`config.mk`:
```
export PLATFORM = sky130hd
export DESIGN_NAME = thermal_event_gen
export DESIGN_NICKNAME = d
export VERILOG_FILES = /design/src/rtl/tev_pkg.sv /design/src/rtl/tev_regs.sv /design/src/rtl/tev_hyst_cmp.sv /design/src/rtl/tev_out.sv /design/src/rtl/thermal_event_gen.sv
export SDC_FILE = /design/constraint.sdc
export NUM_CORES = 1
export LEC_CHECK = 0
export BUFFER_PORTS_ARGS = -buffer_cell sky130_fd_sc_hd__buf_2
export CORE_MARGIN = 3
export CORE_UTILIZATION = 61
export CTS_CLUSTER_DIAMETER = 80
export DETAILED_ROUTE_END_ITERATION = 16
export PLACE_DENSITY = 0.8
export SLEW_MARGIN = 20
export SYNTH_ARGS = -nofsm -noshare
export SYNTH_HDL_FRONTEND = slang
export SYNTH_SLANG_ARGS = --single-unit
```
`constraint.sdc`:
```
create_clock -name clk -period 4.06 [get_ports clk]
set_clock_uncertainty 0.2 [all_clocks]
set_input_delay 0.812 -clock clk [delete_from_list [all_inputs] [get_ports clk]]
set_output_delay 0.812 -clock clk [all_outputs]
set_load 0.01 [all_outputs]
```
`src/rtl/tev_pkg.sv`:
```
// Shared widths, configuration bit positions and helpers for the
// thermal event generator. Assumes temperature LSB is half the limit LSB.
package tev_pkg;
    localparam int TEMP_W = 13;
    localparam int LIM_W  = 11;
    localparam int DATA_W = 16;
    localparam int HYS_W  = 2;
    localparam int HYS_UW = 6;

    localparam int B_MODE     = 0;
    localparam int B_POL      = 1;
    localparam int B_EN       = 2;
    localparam int B_CRITONLY = 3;
    localparam int B_CLR      = 4;
    localparam int B_SLEEP    = 5;
    localparam int B_WLOCK    = 6;
    localparam int B_CLOCK    = 7;
    localparam int B_SHDN     = 8;

    typedef struct packed {
        logic crit_lock;
        logic win_lock;
        logic shdn;
        logic sleep_off;
        logic crit_only;
        logic en;
        logic pol_high;
        logic mode_int;
    } tev_cfg_t;

    // Hysteresis code to temperature LSB units (0, 1.5, 3, 6 degrees)
    function automatic logic [HYS_UW-1:0] hyst_units(input logic [HYS_W-1:0] code);
        logic [HYS_UW-1:0] r;
        r = (code == '0) ? '0 : HYS_UW'(6'd12 << (code - 1'b1));
        return r;
    endfunction
endpackage

```
`src/rtl/tev_regs.sv`:
```
// Limit, hysteresis and configuration registers with lock protection.
// Assumes write strobes are single-cycle; limits leave aligned to the
// temperature resolution and sign-extended to TW bits.
module tev_regs
    import tev_pkg::*;
#(
    parameter int TW = TEMP_W,
    parameter int LW = LIM_W,
    parameter int DW = DATA_W
) (
    input  logic                 clk,
    input  logic                 rst_n,
    input  logic                 wr_upper,
    input  logic                 wr_lower,
    input  logic                 wr_crit,
    input  logic                 wr_hyst,
    input  logic                 wr_cfg,
    input  logic [DW-1:0]        wr_data,
    output logic signed [TW-1:0] upper_o,
    output logic signed [TW-1:0] lower_o,
    output logic signed [TW-1:0] crit_o,
    output logic        [TW-1:0] hyst_o,
    output tev_cfg_t             cfg_o,
    output logic                 clr_o
);
    localparam int ALIGN = 1;
    localparam int EXT   = TW - LW - ALIGN;

    logic [LW-1:0]    upper_q, lower_q, crit_q;
    logic [HYS_W-1:0] hyst_q;
    tev_cfg_t         cfg_q;
    logic             clr_q;
    logic             locked;

    assign locked = cfg_q.win_lock | cfg_q.crit_lock;

    // Register writes, gated by the lock bits
    always_ff @(posedge clk) begin
        if (!rst_n) begin
            upper_q <= '0;
            lower_q <= '0;
            crit_q  <= '0;
            hyst_q  <= '0;
            cfg_q   <= '0;
            clr_q   <= 1'b0;
        end else begin
            clr_q <= wr_cfg & wr_data[B_CLR];
            if (wr_upper && !cfg_q.win_lock)  upper_q <= wr_data[LW-1:0];
            if (wr_lower && !cfg_q.win_lock)  lower_q <= wr_data[LW-1:0];
            if (wr_crit  && !cfg_q.crit_lock) crit_q  <= wr_data[LW-1:0];
            if (wr_hyst  && !locked)          hyst_q  <= wr_data[HYS_W-1:0];
            if (wr_cfg) begin
                if (!locked) begin
                    cfg_q.mode_int  <= wr_data[B_MODE];
                    cfg_q.pol_high  <= wr_data[B_POL];
                    cfg_q.en        <= wr_data[B_EN];
                    cfg_q.crit_only <= wr_data[B_CRITONLY];
                    cfg_q.sleep_off <= wr_data[B_SLEEP];
                    cfg_q.shdn      <= wr_data[B_SHDN];
                end else begin
                    cfg_q.shdn      <= cfg_q.shdn & wr_data[B_SHDN];
                end
                cfg_q.win_lock  <= cfg_q.win_lock  | wr_data[B_WLOCK];
                cfg_q.crit_lock <= cfg_q.crit_lock | wr_data[B_CLOCK];
            end
        end
    end

    assign upper_o = {{EXT{upper_q[LW-1]}}, upper_q, {ALIGN{1'b0}}};
    assign lower_o = {{EXT{lower_q[LW-1]}}, lower_q, {ALIGN{1'b0}}};
    assign crit_o  = {{EXT{crit_q[LW-1]}},  crit_q,  {ALIGN{1'b0}}};
    assign hyst_o  = {{(TW-HYS_UW){1'b0}}, hyst_units(hyst_q)};
    assign cfg_o   = cfg_q;
    assign clr_o   = clr_q;

    a_r11_upper_locked: assert property (@(posedge clk) disable iff (!rst_n)
        (wr_upper && cfg_q.win_lock) |=> $stable(upper_q));
    a_r11_crit_locked: assert property (@(posedge clk) disable iff (!rst_n)
        (wr_crit && cfg_q.crit_lock) |=> $stable(crit_q));
    a_r11_no_shdn_set: assert property (@(posedge clk) disable iff (!rst_n)
        (wr_cfg && locked && !cfg_q.shdn) |=> !cfg_q.shdn);
    a_r11_lock_sticky: assert property (@(posedge clk) disable iff (!rst_n)
        cfg_q.win_lock |=> cfg_q.win_lock);
endmodule

```
`src/rtl/tev_hyst_cmp.sv`:
```
// One threshold flag with hysteresis. FALLING=0: set above thr, clear below
// thr-hyst. FALLING=1: set below thr-hyst, clear at or above thr.
// Assumes hyst_i is non-negative; updates only when upd is high.
module tev_hyst_cmp #(
    parameter int TW      = 13,
    parameter bit FALLING = 1'b0
) (
    input  logic                 clk,
    input  logic                 rst_n,
    input  logic                 upd,
    input  logic signed [TW-1:0] temp_i,
    input  logic signed [TW-1:0] thr_i,
    input  logic        [TW-1:0] hyst_i,
    output logic                 flag_o
);
    localparam int EW = TW + 1;

    logic signed [EW-1:0] t_e, thr_e, hys_e, band_e;
    logic                 flag_q, nxt;

    assign t_e    = {temp_i[TW-1], temp_i};
    assign thr_e  = {thr_i[TW-1], thr_i};
    assign hys_e  = {1'b0, hyst_i};
    assign band_e = thr_e - hys_e;

    if (FALLING) begin : g_fall
        // Below-window decision
        always_comb nxt = flag_q ? (t_e < thr_e) : (t_e < band_e);
        a_r4_fall_set: assert property (@(posedge clk) disable iff (!rst_n)
            (upd && t_e < band_e) |=> flag_q);
    end else begin : g_rise
        // Above-limit decision
        always_comb nxt = flag_q ? (t_e >= band_e) : (t_e > thr_e);
        a_r2_rise_set: assert property (@(posedge clk) disable iff (!rst_n)
            (upd && t_e > thr_e) |=> flag_q);
        a_r3_rise_clear: assert property (@(posedge clk) disable iff (!rst_n)
            (upd && t_e < band_e) |=> !flag_q);
    end

    // Flag register, updated on evaluated samples only
    always_ff @(posedge clk) begin
        if (!rst_n)   flag_q <= 1'b0;
        else if (upd) flag_q <= nxt;
    end

    assign flag_o = flag_q;

    a_r12_hold: assert property (@(posedge clk) disable iff (!rst_n)
        !upd |=> $stable(flag_q));
endmodule

```
`src/rtl/tev_out.sv`:
```
// Alarm output stage: mode selection, interrupt latch, enable, shutdown
// behaviour, stale-sample guard and polarity. flags_i = {crit, above, below}.
module tev_out
    import tev_pkg::*;
#(
    parameter int NF = 3
) (
    input  logic          clk,
    input  logic          rst_n,
    input  logic          upd,
    input  logic [NF-1:0] flags_i,
    input  tev_cfg_t      cfg_i,
    input  logic          clr_i,
    output logic          alarm_o
);
    logic [NF-1:0] mask, prev_q, new_bits;
    logic          latch_q, fresh_q, act_q, live;

    assign mask     = cfg_i.crit_only ? NF'(1 << (NF - 1)) : '1;
    assign new_bits = flags_i & ~prev_q & mask;
    assign live     = cfg_i.en & fresh_q &
                      (cfg_i.mode_int ? latch_q : |(flags_i & mask));

    // Edge memory, interrupt latch and stale-sample guard
    always_ff @(posedge clk) begin
        if (!rst_n) begin
            prev_q  <= '0;
            latch_q <= 1'b0;
            fresh_q <= 1'b0;
        end else begin
            prev_q <= flags_i;
            if (clr_i || !cfg_i.mode_int) latch_q <= 1'b0;
            else if (|new_bits)          latch_q <= 1'b1;
            if (cfg_i.shdn)  fresh_q <= 1'b0;
            else if (upd)    fresh_q <= 1'b1;
        end
    end

    // Active state, frozen or dropped during shutdown
    always_ff @(posedge clk) begin
        if (!rst_n)          act_q <= 1'b0;
        else if (cfg_i.shdn) act_q <= cfg_i.sleep_off ? 1'b0 : act_q;
        else                 act_q <= live;
    end

    assign alarm_o = cfg_i.pol_high ? act_q : ~act_q;

    a_r10_disabled: assert property (@(posedge clk) disable iff (!rst_n)
        (!cfg_i.en && !cfg_i.shdn) |=> !act_q);
    a_r12_sleep_off: assert property (@(posedge clk) disable iff (!rst_n)
        (cfg_i.shdn && cfg_i.sleep_off) |=> !act_q);
    a_r12_freeze: assert property (@(posedge clk) disable iff (!rst_n)
        (cfg_i.shdn && !cfg_i.sleep_off) |=> $stable(act_q));
    a_r13_stale: assert property (@(posedge clk) disable iff (!rst_n)
        (!fresh_q && !cfg_i.shdn) |=> !act_q);
endmodule

```
`src/rtl/thermal_event_gen.sv`:
```
// Thermal alarm event generator top: registers, three hysteresis
// comparators and the output stage. Samples are ignored during shutdown.
module thermal_event_gen
    import tev_pkg::*;
#(
    parameter int TW = TEMP_W,
    parameter int LW = LIM_W,
    parameter int DW = DATA_W
) (
    input  logic          clk,
    input  logic          rst_n,
    input  logic          samp_vld,
    input  logic [TW-1:0] samp_temp,
    input  logic          wr_upper,
    input  logic          wr_lower,
    input  logic          wr_crit,
    input  logic          wr_hyst,
    input  logic          wr_cfg,
    input  logic [DW-1:0] wr_data,
    output logic          alarm_o,
    output logic          stat_crit,
    output logic          stat_above,
    output logic          stat_below
);
    localparam int NF = 3;

    logic signed [TW-1:0] upper, lower, crit;
    logic        [TW-1:0] hyst;
    tev_cfg_t             cfg;
    logic                 clr, upd;
    logic        [NF-1:0] flags;
    logic signed [TW-1:0] thr [NF];

    assign upd    = samp_vld & ~cfg.shdn;
    assign thr[0] = lower;
    assign thr[1] = upper;
    assign thr[2] = crit;

    tev_regs #(.TW(TW), .LW(LW), .DW(DW)) u_regs (
        .clk(clk), .rst_n(rst_n),
        .wr_upper(wr_upper), .wr_lower(wr_lower), .wr_crit(wr_crit),
        .wr_hyst(wr_hyst), .wr_cfg(wr_cfg), .wr_data(wr_data),
        .upper_o(upper), .lower_o(lower), .crit_o(crit),
        .hyst_o(hyst), .cfg_o(cfg), .clr_o(clr)
    );

    for (genvar i = 0; i < NF; i++) begin : g_cmp
        tev_hyst_cmp #(.TW(TW), .FALLING(i == 0)) u_cmp (
            .clk(clk), .rst_n(rst_n), .upd(upd),
            .temp_i(samp_temp), .thr_i(thr[i]), .hyst_i(hyst),
            .flag_o(flags[i])
        );
    end

    tev_out #(.NF(NF)) u_out (
        .clk(clk), .rst_n(rst_n), .upd(upd), .flags_i(flags),
        .cfg_i(cfg), .clr_i(clr), .alarm_o(alarm_o)
    );

    assign stat_below = flags[0];
    assign stat_above = flags[1];
    assign stat_crit  = flags[2];
endmodule

```
==> impl_metrics.env <==
export IMPL_status="finished, final reports clean"
export IMPL_slew_violations=0
export IMPL_critical_path_arrival_ps=3850
export IMPL_grt_pass1_vias=3761
export IMPL_cts_max_level=2
export IMPL_first_pass_iters=5
export IMPL_p_leak_nw=2.04
export IMPL_dpl_instance_area_um2=4680
export IMPL_route_vias_total=3914
export IMPL_clock_sinks=53
export IMPL_grt_max_degree=54
export IMPL_nFillCells=592
export IMPL_grtUsageMet3_pct=2.90
export IMPL_final_cells=672
export IMPL_syn_area_um2=4420
export IMPL_via_per_inst=5.82
export IMPL_synth_top_area_share_pct=25.2
export IMPL_route_detailed_drc=0
export IMPL_portBuffers=35
export IMPL_netlist_cell_type_count=44
export IMPL_gp_congestion=0.869
export IMPL_max_slew_worst_pin_slew_ps=882
export IMPL_grt_ovfl_total=0
export IMPL_hold_class="reg2reg"
export IMPL_finalSetupViolCount=0
export IMPL_cp_end_kind="flip-flop"
export IMPL_startpoint="u_regs.hyst_q[0]"
export IMPL_wl_um=11000
export IMPL_drt_iter0_drc=153
export IMPL_yosysWarnings=0
export IMPL_area_growth_pct=8.63
export IMPL_cts_clk_slew_worst_paths_ps=100
export IMPL_crit_chain="inv_1, ha_1, xor2_1, nand2b_1, ha_1, a21boi_0, o21a_1, or3_1, nor2_1, nor2_1, ha_1, nand4_1, nor2_1, o21ai_0, o211ai_1, mux2i_1, a32o_1"
export IMPL_die_h_um=91.2
export IMPL_required_ps=4070
export IMPL_dp_hpwl_um=8970
export IMPL_reg2reg_slack_ps=220
export IMPL_final_period_utilization_pct=94.6
export IMPL_start_util_pct=64.1
export IMPL_core_um2=6910
export IMPL_yosysMostFrequentCell="ha_1"
export IMPL_clockBufferDepth=2
export IMPL_ys_ff_latch=53
export IMPL_cts_root_buffer="clkbuf_8"
export IMPL_yosysSeqAreaShare_pct=24.0
export IMPL_die_w_um=91.2
export IMPL_reg2reg_to="g_cmp[2].u_cmp.flag_o"
export IMPL_fp_row_count=30
export IMPL_reg2reg_from="u_regs.hyst_q[0]"
export IMPL_hold_violations=0
export IMPL_critical_path_class="reg2reg"
export IMPL_max_freq_mhz=260
export IMPL_critPathLaunchType="flip-flop"
export IMPL_cts_buffers=5
export IMPL_path_delay_family="simple AND/OR/NAND/NOR gates"
export IMPL_cts_tree="yes"
export IMPL_synth_edf_count=0
export IMPL_final_nets=701
export IMPL_ys_async_sr_fraction_pct=0
export IMPL_antenna_found_initial=0
export IMPL_avgSynthCellArea_um2=8.15
export IMPL_grt_pass1_wl_um=17900
export IMPL_dp_cells=663
export IMPL_crit_slowest_cell="dfxtp_2"
export IMPL_path_depth=17
export IMPL_synth_flop_cell="dfxtp_1"
export IMPL_crit_path_end="g_cmp[2].u_cmp.flag_o"
export IMPL_drive_above_1_share_pct=9.90
export IMPL_fin_area_um2=4810
export IMPL_critPathMaxFanout=5
export IMPL_ios=41
export IMPL_rr_worst_depth=17
export IMPL_wl_per_cell_um=16.4
export IMPL_ant_nets=0
export IMPL_rsz0062_at_grt="no"
export IMPL_fin_util_pct=69.6
export IMPL_pwr_density_cell_nw_per_um2=330
export IMPL_met2_usage_pct=44.8
export IMPL_drv_cap=0
export IMPL_synth_largest_area_cell="ha_1"
export IMPL_grt_total_usage_pct=26.7
export IMPL_tns_ps=0
export IMPL_ir_drop_mv=0.288
export IMPL_n_antenna_cell=0
export IMPL_hold_buffers=0
export IMPL_synth_area_top_cells="ha_1, dfxtp_1, nand2_1"
export IMPL_syn_nets=669
export IMPL_period_needed_ps=3840
export IMPL_post_synth_most_frequent_cells="ha_1, nand2_1, dfxtp_1"
export IMPL_path_buf_inv=1
export IMPL_worst_path_largest_cell_delay_ps=380
export IMPL_syn_inst=543
export IMPL_slew_headroom_pct=41.0
export IMPL_grt_busiest_layer="met2"
export IMPL_clk_insertion_delay_late_ps=300
export IMPL_dieArea_um2=8310
export IMPL_met1_usage_pct=36.3
==> how the worst min path moves through the flow <==
stage | startpoint | depth (start not counted) | end | slack [ps]
6_report | u_regs.clr_o | 1 | u_out.latch_q | 190
3_5_place_dp | u_regs.clr_o | 1 | u_out.latch_q | 180
3_3_place_gp | u_regs.clr_o | 1 | u_out.latch_q | 180
4_1_cts | u_regs.clr_o | 1 | u_out.latch_q | 200
5_1_grt | u_regs.clr_o | 1 | u_out.latch_q | 240
2_1_floorplan | u_regs.clr_o | 1 | u_out.latch_q | 170
==> area by class of cell <==
type / count / area, um2 / share of cell area [%]
Clock buffer: 6 / 82.6 / 1.72
Multi-Input combinational cell: 433 / 3170 / 65.9
Tap cell: 96 / 120 / 2.50
Clock inverter: 2 / 17.5 / 0.364
Inverter: 46 / 173 / 3.59
Timing Repair Buffer: 36 / 183 / 3.80
Sequential cell: 53 / 1060 / 22.1
==> cells in the final DEF (no fill, tap or decap), types with 2 or more instances in the layout <==
cell type and count:
a211oi_1 4, a21boi_0 35, a21o_1 6, a21oi_1 19, a31oi_1 5, and2_1 3
and3_1 2, buf_2 35, clkbuf_8 6, dfxtp_1 52, ha_1 89, inv_1 46
mux2i_1 7, nand2_1 82, nand2b_1 13, nand3_1 11, nand4_1 9, nor2_1 31
nor2b_1 21, nor3_1 11, nor3b_1 4, nor4_1 3, o2111ai_1 3, o211ai_1 5
o21a_1 11, o21ai_0 11, o21ai_1 2, or2_2 3, or3_1 5, xnor2_1 19
xor2_1 3
==> per-layer routing <==
| layer | wire (um) | up-vias |
|---|---|---|
| met4 | 191 | 0 |
| met5 | 0 | - |
| met2 | 5160 | 127 |
| met3 | 726 | 19 |
| li1 | - | 1961 |
| met1 | 4980 | 1807 |
==> kinds of logic after synthesis <==
logic type / count (synthesis) / share of synthesized area, %
simple gates: 204 / 22.7
buf+inv: 57 / 4.84
compound gates: 111 / 17.4
xor+xnor: 22 / 4.36
fa+ha+maj: 89 / 25.2
flops: 53 / 24.0
mux: 7 / 1.58
==> power breakdown <==
part	leakage, nW	internal (mW)	switching [mW]
Clock	0.0518	0.142	0.186
Sequential	0.436	0.556	0.0437
Combinational	1.55	0.299	0.361
Total	2.04	0.997	0.591
==> metrics by stage <==
stage / power, mW / hold slack [ps] / worst slack [ps]
after detailed placement: 1.25 / 182 / 136
after global routing: 1.70 / 237 / 5.89
after CTS: 1.58 / 197 / 105
after global placement: 1.22 / 177 / 227
final: 1.59 / 194 / 220
after floorplan: 1.08 / 173 / 546
==> timing repair <==
item | 4_1_cts | 5_1_grt
buffers inserted | 0 | 1
gates resized for setup | 0 | 5
endpoints found under the hold margin | 0 | 0
setup endpoints to repair | 0 | 3
==> state kept, by name, indices dropped and copies added (netlist names) <==
name / count
u_regs.crit_q: 11
u_regs.lower_q: 11
u_regs.upper_q: 11
u_regs.cfg_o: 8
g_cmp.u_cmp.flag_o: 3
u_out.prev_q: 3
u_regs.hyst_q: 2
u_out.act_q: 1
u_out.fresh_q: 1
u_out.latch_q: 1
u_regs.clr_o: 1
Power figures use the tool's default switching activity.
